===== config.mk =====
export PLATFORM = sky130hd
export DESIGN_NAME = muxbus_ctrl
export DESIGN_NICKNAME = d
export VERILOG_FILES = /design/src/rtl/muxbus_pkg.sv /design/src/rtl/mbc_seq.sv /design/src/rtl/mbc_dec.sv /design/src/rtl/mbc_glue.sv /design/src/rtl/muxbus_ctrl.sv
export SDC_FILE = /design/constraint.sdc
export NUM_CORES = 1
export LEC_CHECK = 0
export BUFFER_PORTS_ARGS = -buffer_cell sky130_fd_sc_hd__buf_2
export CAP_MARGIN = 20
export CORE_ASPECT_RATIO = 1.2
export CORE_MARGIN = 3
export CORE_UTILIZATION = 50
export DETAILED_ROUTE_END_ITERATION = 8
export PLACE_DENSITY = 0.78
export SLEW_MARGIN = 20
export SYNTH_ARGS = -nofsm -noshare
export SYNTH_HDL_FRONTEND = slang
export SYNTH_SLANG_ARGS = --single-unit

===== constraint.sdc =====
create_clock -name clk -period 3.4 [get_ports clk]
set_input_delay 0.34 -clock clk [delete_from_list [all_inputs] [get_ports clk]]
set_output_delay 0.34 -clock clk [all_outputs]
set_load 0.05 [all_outputs]

===== src/rtl/muxbus_pkg.sv =====
package muxbus_pkg;
  typedef enum logic [1:0] {PH_IDLE, PH_ADDR, PH_SETUP, PH_STRB} phase_t;

  // number of byte cycles for a size code
  function automatic logic [2:0] size_bytes(input logic [1:0] sz);
    case (sz)
      2'd0:    size_bytes = 3'd1;
      2'd1:    size_bytes = 3'd2;
      default: size_bytes = 3'd4;
    endcase
  endfunction

  // address of byte idx of a transfer, wrapping in 16 bits
  function automatic logic [15:0] byte_addr(input logic [15:0] base, input logic [1:0] idx);
    byte_addr = base + {14'd0, idx};
  endfunction
endpackage


===== src/rtl/mbc_seq.sv =====
module mbc_seq import muxbus_pkg::*; #(
  parameter int WAIT_CYC = 2
) (
  input  logic        clk,
  input  logic        rst_n,
  input  logic        start,
  input  logic [15:0] addr,
  input  logic [31:0] wdata,
  input  logic        write,
  input  logic        prog,
  input  logic [1:0]  size,
  input  logic [7:0]  ad_in,
  output logic [15:0] cur_addr,
  output logic [7:0]  ad_out,
  output logic        ad_oe,
  output logic        ale,
  output logic        act_rd,
  output logic        act_wr,
  output logic        act_pf,
  output logic        busy,
  output logic        done,
  output logic [31:0] rdata
);
  localparam int CW = (WAIT_CYC < 2) ? 1 : $clog2(WAIT_CYC);
  localparam logic [CW-1:0] LAST_W = CW'(WAIT_CYC - 1);

  phase_t      ph;
  logic [15:0] base;
  logic [31:0] wbuf;
  logic        is_wr, is_pf;
  logic [2:0]  nb;
  logic [1:0]  idx;
  logic [CW-1:0] wcnt;
  logic        done_q;

  // named events
  logic win_end, last_byte;
  assign win_end   = (ph == PH_STRB) && (wcnt == LAST_W);
  assign last_byte = ({1'b0, idx} == nb - 3'd1);

  always_ff @(posedge clk) begin
    if (!rst_n) begin
      ph <= PH_IDLE; base <= '0; wbuf <= '0; is_wr <= 1'b0; is_pf <= 1'b0;
      nb <= 3'd1; idx <= '0; wcnt <= '0; rdata <= '0; done_q <= 1'b0;
    end else begin
      done_q <= 1'b0;
      case (ph)
        PH_IDLE: if (start) begin
          base <= addr; wbuf <= wdata; is_wr <= write; is_pf <= prog & ~write;
          nb <= size_bytes(size); idx <= '0; rdata <= '0; ph <= PH_ADDR;
        end
        PH_ADDR:  ph <= PH_SETUP;
        PH_SETUP: begin ph <= PH_STRB; wcnt <= '0; end
        PH_STRB: begin
          if (win_end) begin
            if (!is_wr) rdata[{idx, 3'b000} +: 8] <= ad_in;
            if (last_byte) begin
              ph <= PH_IDLE; done_q <= 1'b1;
            end else begin
              idx <= idx + 2'd1; ph <= PH_ADDR;
            end
          end else begin
            wcnt <= wcnt + 1'b1;
          end
        end
        default: ph <= PH_IDLE;
      endcase
    end
  end

  assign cur_addr = byte_addr(base, idx);
  assign ale      = (ph == PH_ADDR);
  assign ad_oe    = ale | (is_wr & ((ph == PH_SETUP) | (ph == PH_STRB)));
  assign ad_out   = ale ? cur_addr[7:0] : (ad_oe ? wbuf[{idx, 3'b000} +: 8] : 8'h00);
  assign act_wr   = (ph == PH_STRB) & is_wr;
  assign act_rd   = (ph == PH_STRB) & ~is_wr & ~is_pf;
  assign act_pf   = (ph == PH_STRB) & ~is_wr & is_pf;
  assign busy     = (ph != PH_IDLE);
  assign done     = done_q;
endmodule


===== src/rtl/mbc_dec.sv =====
module mbc_dec #(
  parameter int SEL_W = 3
) (
  input  logic [SEL_W-1:0]    sel,
  input  logic                en,
  output logic [2**SEL_W-1:0] y
);
  localparam int NOUT = 2 ** SEL_W;
  for (genvar i = 0; i < NOUT; i++) begin : g_out
    assign y[i] = en && (sel == SEL_W'(i));
  end
endmodule


===== src/rtl/mbc_glue.sv =====
module mbc_glue (
  input  logic       clk,
  input  logic       rst_n,
  input  logic       ale,
  input  logic [7:0] ad_bus,
  input  logic [7:0] addr_hi,
  input  logic       cyc_on,
  output logic [7:0] lat_lo,
  output logic       cs_ram,
  output logic       cs_flash,
  output logic       cs_io0,
  output logic       cs_io1
);
  logic [7:0] y;

  // demultiplexing latch: takes the low byte while the strobe is high
  always_ff @(posedge clk) begin
    if (!rst_n)   lat_lo <= '0;
    else if (ale) lat_lo <= ad_bus;
  end

  mbc_dec #(.SEL_W(3)) u_dec (.sel(addr_hi[2:0]), .en(cyc_on), .y(y));

  assign cs_ram   = |y[3:0];
  assign cs_flash = |y[5:4];
  assign cs_io0   = y[6];
  assign cs_io1   = y[7];
endmodule


===== src/rtl/muxbus_ctrl.sv =====
module muxbus_ctrl #(
  parameter int WAIT_CYC    = 2,
  parameter bit STROBE_HIGH = 1'b1
) (
  input  logic        clk,
  input  logic        rst_n,
  input  logic        req_start,
  input  logic [15:0] req_addr,
  input  logic [31:0] req_wdata,
  input  logic        req_write,
  input  logic        req_prog,
  input  logic [1:0]  req_size,
  output logic        busy,
  output logic        done,
  output logic [31:0] rsp_rdata,
  output logic [7:0]  ad_out,
  input  logic [7:0]  ad_in,
  output logic        ad_oe,
  output logic        ale,
  output logic [7:0]  addr_hi,
  output logic        strb_rd,
  output logic        strb_wr,
  output logic        strb_pf,
  output logic        mem_rd_en,
  output logic [7:0]  lat_lo,
  output logic        cs_ram,
  output logic        cs_flash,
  output logic        cs_io0,
  output logic        cs_io1
);
  logic [15:0] cur_addr;
  logic act_rd, act_wr, act_pf;

  mbc_seq #(.WAIT_CYC(WAIT_CYC)) u_seq (
    .clk(clk), .rst_n(rst_n), .start(req_start), .addr(req_addr),
    .wdata(req_wdata), .write(req_write), .prog(req_prog), .size(req_size),
    .ad_in(ad_in), .cur_addr(cur_addr), .ad_out(ad_out), .ad_oe(ad_oe),
    .ale(ale), .act_rd(act_rd), .act_wr(act_wr), .act_pf(act_pf),
    .busy(busy), .done(done), .rdata(rsp_rdata)
  );

  assign addr_hi = busy ? cur_addr[15:8] : 8'h00;

  mbc_glue u_glue (
    .clk(clk), .rst_n(rst_n), .ale(ale), .ad_bus(ad_out), .addr_hi(addr_hi),
    .cyc_on(busy), .lat_lo(lat_lo), .cs_ram(cs_ram), .cs_flash(cs_flash),
    .cs_io0(cs_io0), .cs_io1(cs_io1)
  );

  // polarity applied at the pins
  assign strb_rd   = act_rd ~^ STROBE_HIGH;
  assign strb_wr   = act_wr ~^ STROBE_HIGH;
  assign strb_pf   = act_pf ~^ STROBE_HIGH;
  assign mem_rd_en = (act_rd | act_pf) ~^ STROBE_HIGH;
endmodule


Yosys cells after proc, flatten, opt, wreduce, memory -nomap -nowiden
Index checks and enable logic that the tools add are counted.
Widths: inputs -> output; s select.
{"block": "totals", "register_bits": 99, "inputBits": 63, "output_inout_bits": 68, "word_cells": 91}
{"block": "op_classes", "addsub": 5, "eq_ne": 17, "shift": 3, "muxes": 20, "bitwise_logic": 12, "reduce_logical": 23}
{"operator": "$mux 32", "count": 3}
{"operator": "$pmux 32 s2", "count": 1}
{"operator": "$bwmux 32", "count": 1}
{"operator": "$shift 8x7->32 const A", "count": 1}
{"operator": "$shiftx 32x6->8", "count": 1}
{"operator": "$shiftx 8x7->32", "count": 1}
{"operator": "$mux 8", "count": 3}
{"operator": "$add 16x2->16", "count": 1}
{"operator": "$eq 3x3->1 const B", "count": 4}
{"operator": "$mux 2", "count": 5}
{"operator": "$logic_and 1x1->1", "count": 9}
{"operator": "$ne 2x2->1 const B", "count": 4}
{"operator": "$pmux 2 s4", "count": 1}
{"operator": "$reduce_and 4->1", "count": 2}
{"operator": "$neg 5->7", "count": 1}
{"operator": "$and 1x1->1", "count": 6}
{"operator": "$eq 3x2->1 const B", "count": 2}
{"operator": "$pmux 3 s2", "count": 1}
{"operator": "$reduce_and 2->1", "count": 3}
{"operator": "$reduce_bool 2->1", "count": 3}
{"operator": "$eq 2x1->1 const B", "count": 2}
{"operator": "$eq 2x2->1 const B", "count": 2}
{"operator": "$logic_not 2->1", "count": 2}
{"operator": "$pmux 2 s2", "count": 1}
{"operator": "14 further kinds", "count": 20}

Logic depth before layout (Yosys ltp)
Gate-level depths: netlist (run 1).
{"block": "logic_depth", "ltp_word": 6, "mapped_depth": 9}

By module
From an unflattened synthesis (run 1), not the netlist that was laid out.
{"block": "hier_totals", "cells_unflattened": 546, "hier_area_um2": 4897.2}
{"mod": "mbc_seq", "instances": 1, "cells_per_inst": 502, "area_each_um2": 4433.0, "seq_area_each_um2": 1821.7}
{"mod": "mbc_glue", "instances": 1, "cells_per_inst": 27, "area_each_um2": 311.5, "seq_area_each_um2": 160.2}
{"mod": "mbc_dec", "instances": 1, "cells_per_inst": 8, "area_each_um2": 96.3, "seq_area_each_um2": 0.0}
{"mod": "muxbus_ctrl", "instances": 1, "cells_per_inst": 9, "area_each_um2": 56.3, "seq_area_each_um2": 0.0}

Worst setup path before layout (run 1)
No wires, ideal clock.
{"block": "synth_path", "kind": "flip-flop to output port", "start": "register u_seq.idx[1]", "end": "output port cs_io1", "t_arrival_ps": 3448, "path_slack_ps": -388, "stages_incl_launch_ff": 8, "cell_sequence": "dfxtp_1 > buf_1 > inv_1 > fa_1 > nand4b_1 > or3_1 > a21oi_1 > and3_1"}
{"block": "synth_via", "elab_chain_cells": 4}
{"element": "from (decl)", "line_no": "mbc_seq.sv:32", "text": "logic [1:0] idx;"}
{"element": "$add 16x2->16", "line_no": "muxbus_pkg.sv:15", "text": "byte_addr = base + {14'd0, idx};"}
{"element": "$mux 8", "line_no": "muxbus_ctrl.sv:42", "text": "assign addr_hi = busy ? cur_addr[15:8] : 8'h00;"}
{"element": "via addr_hi[0]", "line_no": "muxbus_ctrl.sv:20", "text": "output logic [7:0] addr_hi,"}
{"element": "$eq 3x3->1", "line_no": "mbc_dec.sv:10", "text": "assign y[i] = en && (sel == SEL_W'(i));"}
{"element": "$logic_and 1x1->1", "line_no": "mbc_dec.sv:10"}
{"element": "to (decl)", "line_no": "muxbus_ctrl.sv:29", "text": "output logic cs_io1"}
The timed path passes the listed nets, and every way through them passes these cells.

Final worst setup path (run 1)
{"block": "layout_path", "start": "register u_seq.idx[0]", "end": "output port cs_io0"}
{"block": "layout_via", "elab_chain_cells": 4}
{"element": "$add 16x2->16", "line_no": "muxbus_pkg.sv:15"}
{"element": "$mux 8", "line_no": "muxbus_ctrl.sv:42"}
{"element": "$eq 3x3->1", "line_no": "mbc_dec.sv:10"}
{"element": "$logic_and 1x1->1", "line_no": "mbc_dec.sv:10"}
{"element": "to (decl)", "line_no": "muxbus_ctrl.sv:28", "text": "output logic cs_io0,"}
No other way between the ends.

==> impl_metrics.xml, run 1 <==
<?xml version="1.0" encoding="UTF-8"?>
<metrics>
  <group name="logic_synthesis">
    <metric name="yosysWarnings" unit="">0</metric>
    <metric name="ys_async_sr_fraction" unit="%">0</metric>
    <metric name="synth-xor-area-share" unit="%">2.57</metric>
    <metric name="ys_seq_elements" unit="">99</metric>
    <metric name="synth_compound_gate_area_share" unit="%">19.7</metric>
    <metric name="synthesized_area" unit="um2">4780</metric>
    <metric name="synth_cell_type_count" unit="">50</metric>
    <metric name="post_synth_fa_ha_maj_area_fraction" unit="%">3.30</metric>
    <metric name="synth.top_cells.by_area" unit="">sky130_fd_sc_hd__dfxtp_1 41%, sky130_fd_sc_hd__a21boi_0 12%, sky130_fd_sc_hd__nand2_1 9.8%</metric>
    <metric name="synth_top_cell_area_share" unit="%">41.5</metric>
    <metric name="post_synth_and_or_nand_nor_area_fraction" unit="%">24.2</metric>
    <metric name="synthesis.instances" unit="">554</metric>
    <metric name="synth-seq-area-share" unit="%">41.5</metric>
    <metric name="synthesis.nets" unit="">629</metric>
    <metric name="dominant_combinational_cell_family_by_area_after_synthesis" unit="">simple AND/OR/NAND/NOR gates</metric>
    <metric name="syn_area_per_cell" unit="um2">8.62</metric>
    <metric name="muxShareOfSynthArea" unit="%">4.69</metric>
    <metric name="netlist.top_cell.by_area" unit="">sky130_fd_sc_hd__dfxtp_1</metric>
    <metric name="top_ff_cell_synth" unit="">sky130_fd_sc_hd__dfxtp_1</metric>
    <metric name="post_synth_edffs" unit="">0</metric>
  </group>
  <group name="setup_path">
    <metric name="cp_cell_sequence" unit="">ha_1 &gt; inv_1 &gt; fa_1 &gt; nand4b_1 &gt; or4b_1 &gt; o21ai_0 &gt; and3_1 &gt; buf_2</metric>
    <metric name="cp_data_arrival_time" unit="ps">2880</metric>
    <metric name="end_kind" unit="">primary output</metric>
    <metric name="cp_slowest_stage_delay" unit="ps">610</metric>
    <metric name="path_class" unit="">reg2out</metric>
    <metric name="worstSetupStartpointType" unit="">flop</metric>
    <metric name="critPathRequiredTime" unit="ps">3060</metric>
    <metric name="timing.critical_path.slowest_stage_cell" unit="">sky130_fd_sc_hd__or4b_1</metric>
    <metric name="worst-path-max-fanout" unit="">8</metric>
    <metric name="cp_top_family" unit="">simple AND/OR/NAND/NOR gates</metric>
    <metric name="worstPathBufferInverterCount" unit="">2</metric>
  </group>
  <group name="layout">
    <metric name="commonest_cells_after_routing_fill_and_taps_aside" unit="">130 x sky130_fd_sc_hd__buf_2, 125 x sky130_fd_sc_hd__nand2_1, 99 x sky130_fd_sc_hd__dfxtp_1</metric>
    <metric name="layout.cells.most_common" unit="">sky130_fd_sc_hd__buf_2</metric>
    <metric name="drive_above_1_share" unit="%">25.9</metric>
    <metric name="area_growth" unit="%">20.2</metric>
    <metric name="num_antenna_cells" unit="">0</metric>
    <metric name="finish.net_count" unit="">742</metric>
    <metric name="stdcell_count" unit="">792</metric>
  </group>
  <group name="grt">
    <metric name="via_count_of_the_first_global_routing_pass" unit="">4268</metric>
    <metric name="grt.total_usage" unit="%">23.7</metric>
    <metric name="grt_first_pass_wirelength" unit="mm">20.1</metric>
    <metric name="grt.overflow.total" unit="">0</metric>
    <metric name="grt_start_max_net_pins" unit="">67</metric>
    <metric name="antenna_found_initial" unit="">0</metric>
  </group>
  <group name="sta">
    <metric name="setup_violations" unit="">0</metric>
    <metric name="maxSlewViolCount" unit="">0</metric>
    <metric name="maxSlewHeadroom" unit="%">35.1</metric>
    <metric name="worst_clock_skew" unit="ps">20.0</metric>
    <metric name="hold_ws" unit="ps">201</metric>
    <metric name="setup_total_negative_slack" unit="ps">0</metric>
    <metric name="worstMarginPinSlew" unit="ps">974</metric>
    <metric name="max_clock_freq" unit="MHz">310</metric>
    <metric name="post_route_fraction_of_the_period_consumed_by_the_critical_path" unit="%">94.8</metric>
    <metric name="rsz_0062_raised_after_global_routing" unit="">false</metric>
    <metric name="hold_violations" unit="">0</metric>
    <metric name="final.min_clock_period" unit="ps">3220</metric>
  </group>
  <group name="detailed_routing">
    <metric name="antenna_violating_nets_post_route" unit="">0</metric>
    <metric name="dr_total_vias" unit="">4325</metric>
    <metric name="drtIter0Drc" unit="">239</metric>
    <metric name="post_drt_wl_per_cell" unit="um">15.2</metric>
    <metric name="drt_wl_total" unit="mm">12.1</metric>
    <metric name="post-route-drc-count" unit="">0</metric>
    <metric name="drt_first_pass_iters" unit="">4</metric>
    <metric name="route.detailed.vias_per_inst" unit="">5.46</metric>
  </group>
  <group name="floorplanning">
    <metric name="fp.coreArea" unit="um2">9180</metric>
    <metric name="rows" unit="">38</metric>
    <metric name="initial_core_util" unit="%">52.1</metric>
    <metric name="floorplan.die.width" unit="um">95.2</metric>
    <metric name="fp.dieArea" unit="um2">10800</metric>
    <metric name="die-height" unit="um">113</metric>
    <metric name="io-pin-count" unit="">131</metric>
  </group>
  <group name="placement">
    <metric name="portBuffers" unit="">130</metric>
    <metric name="finalWeightedCongestion" unit="">0.867</metric>
    <metric name="dpl.hpwl" unit="mm">8.97</metric>
    <metric name="dp_cells" unit="">776</metric>
  </group>
  <group name="pwr">
    <metric name="power.share.switching" unit="%">40.8</metric>
    <metric name="design_power_total" unit="uW">3810</metric>
    <metric name="power.share.sequential" unit="%">38.5</metric>
    <metric name="power_switching" unit="uW">1550</metric>
    <metric name="ir_drop" unit="mV">0.336</metric>
    <metric name="power.leakage" unit="uW">0.00232</metric>
    <metric name="combPwrFrac" unit="%">37.9</metric>
    <metric name="design_internal_power" unit="uW">2250</metric>
    <metric name="power_density" unit="nW/um2">663</metric>
    <metric name="power_frac_clock" unit="%">23.6</metric>
  </group>
  <group name="clock_tree">
    <metric name="clk_latency" unit="ps">380</metric>
    <metric name="post-cts-setup-buffers" unit="">0</metric>
    <metric name="htreeDepth" unit="">3</metric>
    <metric name="numCtsBuffers" unit="">9</metric>
    <metric name="clk_path_buf_depth" unit="">2</metric>
    <metric name="clk_pin_slew_worst_paths" unit="ps">100</metric>
    <metric name="ctsResizeCount" unit="">0</metric>
    <metric name="cts-hold-fix-buffers" unit="">0</metric>
    <metric name="root_buffer" unit="">sky130_fd_sc_hd__clkbuf_8</metric>
    <metric name="cts.sinks" unit="">99</metric>
    <metric name="tritoncts" unit="">built</metric>
  </group>
  <group name="worst_hold_path">
    <metric name="hold_class" unit="">in2reg</metric>
  </group>
  <group name="outcome">
    <metric name="run_status" unit="">completed</metric>
  </group>
  <group name="run">
    <metric name="timing.max_cap.violations" unit="">0</metric>
  </group>
</metrics>
-- cell usage after synthesis, types with 11 or more instances --
cell type / instances
sky130_fd_sc_hd__a21boi_0: 78
sky130_fd_sc_hd__clkbuf_1: 28
sky130_fd_sc_hd__dfxtp_1: 99
sky130_fd_sc_hd__ha_1: 11
sky130_fd_sc_hd__inv_1: 14
sky130_fd_sc_hd__nand2_1: 125
sky130_fd_sc_hd__nand2b_1: 27
sky130_fd_sc_hd__nand3_1: 30
sky130_fd_sc_hd__nor2_1: 11
sky130_fd_sc_hd__nor2b_1: 16
sky130_fd_sc_hd__o21ai_0: 15
sky130_fd_sc_hd__xnor2_1: 12
-- sequential cells by signal, summed over array words and instances (netlist names) --
signal	count
u_seq.nb	3
u_seq.wbuf	32
u_seq.is_wr	1
u_seq.ph	2
u_glue.lat_lo	8
u_seq.rdata	32
u_seq.is_pf	1
u_seq.base	16
u_seq.done	1
u_seq.wcnt	1
u_seq.idx	2
-- layer usage --
metal / GRT usage (%) / wire (um) / vias up
li1: - / - / 2117
met5: 0 / 0 / -
met2: 40.4 / 6010 / 156
met1: 27.2 / 4870 / 2014
met4: 13.6 / 514 / 0
met3: 4.65 / 680 / 38
-- area by class of cell --
type	instances	area (um2)
inverter	14	52.6
clock buffer	10	128
sequential	99	1980
fill	823	3430
multi-input combinational	406	2620
clock inverter	6	111
tap	120	150
timing repair buffer	137	703
-- final timing paths --
path                          startpoint                           end  slack [ps]  depth (start not counted)
max            u_seq.idx[0]$_SDFFE_PN0P_                        cs_io0         180                          8
min                        req_wdata[24]   u_seq.wbuf[24]$_SDFFE_PN0P_         200                          3
max reg2reg     u_seq.ph[1]$_SDFFE_PN0P_  u_seq.rdata[11]$_SDFFE_PN0P_         880                          5
min reg2reg  u_seq.wbuf[28]$_SDFFE_PN0P_   u_seq.wbuf[28]$_SDFFE_PN0P_         470                          2
-- power by group through the flow --
stage               Sequential (uW)  Combinational, uW  Clock, uW
detailed placement             1490               1440          0
CTS                            1460               1450        908
global route                   1490               1580        964
floorplan                      1560               1010          0
finish                         1470               1440        898
global placement               1480               1410          0
-- worst register-to-register path: cells and delay by family (launching register included) --
kind	cells	cell delay, ps
AND/OR/NAND/NOR	1	140
adder cells (fa/ha/maj)	1	640
flip-flops	1	450
multiplexers	1	290
AO/OA/AOI/OAI	2	930
-- kinds of logic (layout without fill, tap and decap cells) --
kind of cell | count (synthesis) | after routing
compound gates | 127 | 127
xor+xnor | 14 | 14
fa+ha+maj | 12 | 12
buf+inv | 49 | 167
flops | 99 | 99
mux | 12 | 12
simple gates | 241 | 241
-- per-stage QoR --
step,area (um2),utilization (%),worst slack [ps]
after global placement,5500,60.0,665
after detailed placement,5500,60.0,596
after floorplan,4790,-,40.4
after CTS,5740,62.6,190
after global routing,5740,62.6,48.1
final,5740,62.6,175
Note: power is estimated with default switching activity, not from simulation.
==> inputs of run 2 (changes only) <==
- CTS_BUF_LIST: not set -> sky130_fd_sc_hd__clkbuf_4
==> impl_metrics.xml, run 2 (synthesis results as in run 1) <==
<?xml version="1.0" encoding="UTF-8"?>
<metrics>
  <group name="outcome">
    <metric name="run_status" unit="">completed</metric>
  </group>
  <group name="sta">
    <metric name="maxSlewHeadroom" unit="%">34.3</metric>
    <metric name="worst_clock_skew" unit="ps">27.8</metric>
    <metric name="max_clock_freq" unit="MHz">310</metric>
    <metric name="worstMarginPinSlew" unit="ps">985</metric>
    <metric name="setup_total_negative_slack" unit="ps">0</metric>
    <metric name="maxSlewViolCount" unit="">0</metric>
    <metric name="setup_violations" unit="">0</metric>
    <metric name="rsz_0062_raised_after_global_routing" unit="">false</metric>
    <metric name="final.min_clock_period" unit="ps">3220</metric>
    <metric name="hold_ws" unit="ps">120</metric>
    <metric name="post_route_fraction_of_the_period_consumed_by_the_critical_path" unit="%">94.8</metric>
    <metric name="hold_violations" unit="">0</metric>
  </group>
  <group name="grt">
    <metric name="grt_first_pass_wirelength" unit="mm">19.9</metric>
    <metric name="grt.overflow.total" unit="">0</metric>
    <metric name="antenna_found_initial" unit="">0</metric>
    <metric name="grt_start_max_net_pins" unit="">67</metric>
    <metric name="via_count_of_the_first_global_routing_pass" unit="">4255</metric>
    <metric name="grt.total_usage" unit="%">23.3</metric>
  </group>
  <group name="layout">
    <metric name="finish.net_count" unit="">743</metric>
    <metric name="reg_top3" unit="">u_seq.rdata (32), u_seq.wbuf (32), u_seq.base (16)</metric>
    <metric name="num_antenna_cells" unit="">0</metric>
    <metric name="commonest_cells_after_routing_fill_and_taps_aside" unit="">130 x sky130_fd_sc_hd__buf_2, 125 x sky130_fd_sc_hd__nand2_1, 99 x sky130_fd_sc_hd__dfxtp_1</metric>
    <metric name="finalCoreUtilization" unit="%">62.1</metric>
    <metric name="area_growth" unit="%">19.3</metric>
    <metric name="layout.cells.most_common" unit="">sky130_fd_sc_hd__buf_2</metric>
    <metric name="drive_above_1_share" unit="%">26.2</metric>
  </group>
  <group name="worst_hold_path">
    <metric name="hold_class" unit="">in2reg</metric>
  </group>
  <group name="floorplanning">
    <metric name="floorplan.die.width" unit="um">95.2</metric>
    <metric name="fp.dieArea" unit="um2">10800</metric>
    <metric name="fp.coreArea" unit="um2">9180</metric>
    <metric name="rows" unit="">38</metric>
    <metric name="die-height" unit="um">113</metric>
    <metric name="initial_core_util" unit="%">52.1</metric>
    <metric name="io-pin-count" unit="">131</metric>
  </group>
  <group name="run">
    <metric name="timing.max_cap.violations" unit="">0</metric>
  </group>
  <group name="clock_tree">
    <metric name="clk_path_buf_depth" unit="">2</metric>
    <metric name="tritoncts" unit="">built</metric>
    <metric name="numCtsBuffers" unit="">9</metric>
    <metric name="root_buffer" unit="">sky130_fd_sc_hd__clkbuf_4</metric>
    <metric name="htreeDepth" unit="">3</metric>
    <metric name="clk_pin_slew_worst_paths" unit="ps">160</metric>
    <metric name="clk_latency" unit="ps">440</metric>
    <metric name="cts-hold-fix-buffers" unit="">0</metric>
    <metric name="cts.sinks" unit="">99</metric>
  </group>
  <group name="setup_path">
    <metric name="worst-path-max-fanout" unit="">7</metric>
    <metric name="path_class" unit="">reg2out</metric>
    <metric name="cp_data_arrival_time" unit="ps">2880</metric>
    <metric name="worstSetupStartpointType" unit="">flop</metric>
    <metric name="end_kind" unit="">primary output</metric>
    <metric name="critPathRequiredTime" unit="ps">3060</metric>
  </group>
  <group name="placement">
    <metric name="finalWeightedCongestion" unit="">0.867</metric>
    <metric name="dpl.hpwl" unit="mm">8.97</metric>
    <metric name="portBuffers" unit="">130</metric>
  </group>
  <group name="detailed_routing">
    <metric name="post_drt_wl_per_cell" unit="um">15.1</metric>
    <metric name="antenna_violating_nets_post_route" unit="">0</metric>
    <metric name="drtIter0Drc" unit="">235</metric>
    <metric name="drt_first_pass_iters" unit="">4</metric>
    <metric name="route.detailed.vias_per_inst" unit="">5.46</metric>
    <metric name="post-route-drc-count" unit="">0</metric>
    <metric name="dr_total_vias" unit="">4333</metric>
    <metric name="drt_wl_total" unit="mm">12.0</metric>
  </group>
  <group name="pwr">
    <metric name="design_internal_power" unit="uW">2140</metric>
    <metric name="combPwrFrac" unit="%">39.2</metric>
    <metric name="power.share.switching" unit="%">41.7</metric>
    <metric name="power.share.sequential" unit="%">39.9</metric>
    <metric name="power_density" unit="nW/um2">646</metric>
    <metric name="power_switching" unit="uW">1530</metric>
    <metric name="ir_drop" unit="mV">0.325</metric>
    <metric name="power_frac_clock" unit="%">20.9</metric>
    <metric name="power.leakage" unit="uW">0.00230</metric>
  </group>
</metrics>
-- run 2: layer usage --
metal	GRT usage [%]	wire, um	up-vias	share of wire [%]
met1	26.9	4810	2017	40
met4	13.9	572	0	4.8
met2	39.8	5920	156	49
met3	3.72	663	45	5.5
li1	-	-	2115	-
met5	0	0	-	0
-- run 2: area by class of cell --
class | instances | area [um2]
fill | 827 | 3480
multi-input combinational | 406 | 2620
sequential | 99 | 1980
timing repair buffer | 138 | 711
tap | 120 | 150
clock inverter | 6 | 111
clock buffer | 10 | 75.1
inverter | 14 | 52.6
-- run 2: power by group through the flow --
| stage | Combinational [uW] | Clock [uW] | Sequential (uW) |
|---|---|---|---|
| detailed placement | 1440 | 0 | 1490 |
| finish | 1440 | 770 | 1470 |
| global route | 1580 | 831 | 1490 |
| floorplan | 1010 | 0 | 1560 |
| global placement | 1410 | 0 | 1480 |
| CTS | 1440 | 784 | 1460 |
-- run 2: path summary, 6_finish.rpt --
path	startpoint	end	slack [ps]	cells after the start
max	u_seq.idx[0]$_SDFFE_PN0P_	cs_io0	180	9
min	req_wdata[24]	u_seq.wbuf[24]$_SDFFE_PN0P_	120	3
min reg2reg	u_seq.wbuf[28]$_SDFFE_PN0P_	u_seq.wbuf[28]$_SDFFE_PN0P_	480	2
max reg2reg	u_seq.ph[1]$_SDFFE_PN0P_	u_seq.rdata[0]$_SDFFE_PN0P_	850	5
-- run 2: critical path: stages (launching register included) --
cell                       delay [ps]
sky130_fd_sc_hd__dfxtp_1          370
sky130_fd_sc_hd__ha_1             170
sky130_fd_sc_hd__inv_1             50
sky130_fd_sc_hd__fa_1             400
sky130_fd_sc_hd__nand4b_1         230
sky130_fd_sc_hd__buf_4            200
sky130_fd_sc_hd__or4b_1           510
sky130_fd_sc_hd__o21ai_0           80
sky130_fd_sc_hd__and3_1           160
sky130_fd_sc_hd__buf_2            250
-- run 2: through the flow --
step	setup slack (ps)	cell area (um2)	power (uW)	instances
floorplan	40.4	4790	2570	554
global placement	665	5500	2890	776
detailed placement	596	5500	2930	776
CTS	80.9	5690	3690	792
global route	12.6	5700	3900	793
finish	177	5700	3680	793
-- run 2: timing repair --
action | 4_1_cts | 5_1_grt
endpoints found under the hold margin | 0 | 0
gates resized for setup | 0 | 0
setup buffers | 0 | 1
setup endpoints to repair | 0 | 2
==> inputs of run 3 (changes only) <==
- PLACE_DENSITY: 0.78 -> 0.86
==> impl_metrics.xml, run 3 (synthesis results as in run 1) <==
<?xml version="1.0" encoding="UTF-8"?>
<metrics>
  <group name="outcome">
    <metric name="run_status" unit="">completed</metric>
  </group>
  <group name="grt">
    <metric name="grt_start_max_net_pins" unit="">70</metric>
    <metric name="grt.total_usage" unit="%">21.9</metric>
    <metric name="via_count_of_the_first_global_routing_pass" unit="">3991</metric>
    <metric name="grt_first_pass_wirelength" unit="mm">18.8</metric>
    <metric name="grt.overflow.total" unit="">0</metric>
    <metric name="antenna_found_initial" unit="">0</metric>
  </group>
  <group name="clock_tree">
    <metric name="clk_pin_slew_worst_paths" unit="ps">160</metric>
    <metric name="cts.sinks" unit="">99</metric>
    <metric name="tritoncts" unit="">built</metric>
    <metric name="clk_path_buf_depth" unit="">2</metric>
    <metric name="htreeDepth" unit="">3</metric>
    <metric name="clk_latency" unit="ps">450</metric>
    <metric name="cts-hold-fix-buffers" unit="">0</metric>
    <metric name="numCtsBuffers" unit="">9</metric>
    <metric name="root_buffer" unit="">sky130_fd_sc_hd__clkbuf_4</metric>
  </group>
  <group name="detailed_routing">
    <metric name="drt_wl_total" unit="mm">11.7</metric>
    <metric name="post_drt_wl_per_cell" unit="um">14.8</metric>
    <metric name="drt_first_pass_iters" unit="">4</metric>
    <metric name="dr_total_vias" unit="">4275</metric>
    <metric name="drtIter0Drc" unit="">169</metric>
    <metric name="route.detailed.vias_per_inst" unit="">5.41</metric>
    <metric name="antenna_violating_nets_post_route" unit="">0</metric>
    <metric name="post-route-drc-count" unit="">0</metric>
  </group>
  <group name="floorplanning">
    <metric name="fp.dieArea" unit="um2">10800</metric>
    <metric name="fp.coreArea" unit="um2">9180</metric>
    <metric name="rows" unit="">38</metric>
    <metric name="io-pin-count" unit="">131</metric>
    <metric name="initial_core_util" unit="%">52.1</metric>
    <metric name="die-height" unit="um">113</metric>
    <metric name="floorplan.die.width" unit="um">95.2</metric>
  </group>
  <group name="pwr">
    <metric name="ir_drop" unit="mV">0.437</metric>
    <metric name="power.leakage" unit="uW">0.00226</metric>
    <metric name="power_density" unit="nW/um2">626</metric>
  </group>
  <group name="setup_path">
    <metric name="worstPathBufferInverterCount" unit="">2</metric>
    <metric name="worst-path-max-fanout" unit="">7</metric>
    <metric name="critical_path_cell_count" unit="">8</metric>
    <metric name="cp_slowest_stage_delay" unit="ps">580</metric>
    <metric name="worstRegToRegCells" unit="">5</metric>
    <metric name="cp_cell_sequence" unit="">ha_1 &gt; inv_1 &gt; fa_1 &gt; nand4b_1 &gt; or4b_1 &gt; o21ai_0 &gt; and3_1 &gt; clkbuf_4</metric>
    <metric name="timing.critical_path.slowest_stage_cell" unit="">sky130_fd_sc_hd__or4b_1</metric>
    <metric name="cp_top_family" unit="">simple AND/OR/NAND/NOR gates</metric>
    <metric name="crit_path_start" unit="">u_seq.idx[0]$_SDFFE_PN0P_</metric>
    <metric name="r2r-start" unit="">u_seq.ph[1]$_SDFFE_PN0P_</metric>
    <metric name="worstSetupStartpointType" unit="">flop</metric>
    <metric name="cp_data_arrival_time" unit="ps">2840</metric>
    <metric name="critPathRequiredTime" unit="ps">3060</metric>
    <metric name="end_kind" unit="">primary output</metric>
    <metric name="path_class" unit="">reg2out</metric>
  </group>
  <group name="layout">
    <metric name="stdcell_count" unit="">790</metric>
    <metric name="reg_top3" unit="">u_seq.rdata (32), u_seq.wbuf (32), u_seq.base (16)</metric>
    <metric name="num_antenna_cells" unit="">0</metric>
    <metric name="layout.cells.most_common" unit="">sky130_fd_sc_hd__buf_2</metric>
    <metric name="drive_above_1_share" unit="%">26.0</metric>
    <metric name="finish.net_count" unit="">740</metric>
    <metric name="fillers" unit="">786</metric>
    <metric name="area_growth" unit="%">18.0</metric>
    <metric name="finalInstanceArea" unit="um2">5640</metric>
    <metric name="commonest_cells_after_routing_fill_and_taps_aside" unit="">128 x sky130_fd_sc_hd__buf_2, 124 x sky130_fd_sc_hd__nand2_1, 99 x sky130_fd_sc_hd__dfxtp_1</metric>
  </group>
  <group name="sta">
    <metric name="post_route_fraction_of_the_period_consumed_by_the_critical_path" unit="%">93.4</metric>
    <metric name="hold_violations" unit="">0</metric>
    <metric name="final.min_clock_period" unit="ps">3180</metric>
    <metric name="rsz_0062_raised_after_global_routing" unit="">false</metric>
    <metric name="setup_total_negative_slack" unit="ps">0</metric>
    <metric name="setup_violations" unit="">0</metric>
    <metric name="worst_clock_skew" unit="ps">14.2</metric>
    <metric name="maxSlewViolCount" unit="">0</metric>
    <metric name="maxSlewHeadroom" unit="%">32.2</metric>
    <metric name="max_clock_freq" unit="MHz">315</metric>
    <metric name="worstMarginPinSlew" unit="ps">1020</metric>
  </group>
  <group name="placement">
    <metric name="dp_cells" unit="">773</metric>
    <metric name="finalWeightedCongestion" unit="">0.828</metric>
    <metric name="post_dp_cell_area" unit="um2">5480</metric>
    <metric name="dpl.hpwl" unit="mm">8.45</metric>
    <metric name="portBuffers" unit="">130</metric>
  </group>
  <group name="worst_hold_path">
    <metric name="hold_class" unit="">in2reg</metric>
    <metric name="worstHoldPathCells" unit="">3</metric>
    <metric name="min-delay-start" unit="">req_wdata[22]</metric>
  </group>
  <group name="run">
    <metric name="timing.max_cap.violations" unit="">0</metric>
  </group>
</metrics>
## run 3: routing by layer
metal | routed length (um) | GRT usage (%) | vias to the layer above
li1 | - | - | 2110
met1 | 5120 | 27.7 | 2000
met2 | 5480 | 35.4 | 144
met3 | 799 | 4.72 | 21
met4 | 286 | 9.82 | 0
met5 | 0 | 0 | -
## run 3: metrics by stage
| step | setup slack (ps) | util, % | power, uW | hold slack, ps |
|---|---|---|---|---|
| 6_report | 223 | 61.4 | 3530 | 119 |
| 2_1_floorplan | 40.4 | - | 2570 | 440 |
| 5_1_grt | 12.5 | 61.4 | 3740 | 89.6 |
| 4_1_cts | 121 | 61.3 | 3540 | 89.4 |
| 3_3_place_gp | 726 | 59.7 | 2860 | 450 |
| 3_5_place_dp | 667 | 59.7 | 2920 | 460 |
## run 3: path summary, 6_finish.rpt
kind,endpoint,slack [ps]
setup / recovery,cs_io0,220
hold / removal,u_seq.wbuf[22]$_SDFFE_PN0P_,120
setup reg to reg,u_seq.rdata[15]$_SDFFE_PN0P_,860
hold reg to reg,u_seq.wbuf[22]$_SDFFE_PN0P_,480
## run 3: final cells by class
cell class              instances  area (um2)  area share [%]
clock inverters                 7        75.1            1.33
multi-input cells             406        2620            46.4
well taps                     120         150            2.66
clock buffers                   9        67.6            1.20
inverters                      14        52.6           0.932
flip-flops and latches         99        1980            35.2
repair buffers                135         693            12.3
## run 3: where the power goes
group	leakage (uW)	internal [uW]	switching (uW)	total, uW
Clock	0.0000690	228	405	633
Combinational	0.00139	427	1000	1430
Sequential	0.000806	1330	137	1460
Total	0.00226	1980	1540	3530
## run 3: timing repair
item | in CTS | in global routing
resized for setup | 0 | 2
setup buffers | 0 | 1
setup endpoints to repair | 0 | 1
## run 3: worst register-to-register path: stages, from the launching register on
cell and delay [ps]:
sky130_fd_sc_hd__dfxtp_1 460, sky130_fd_sc_hd__ha_1 640, sky130_fd_sc_hd__mux2i_2 290, sky130_fd_sc_hd__a211oi_2 710, sky130_fd_sc_hd__nand3_1 140, sky130_fd_sc_hd__a21boi_0 240
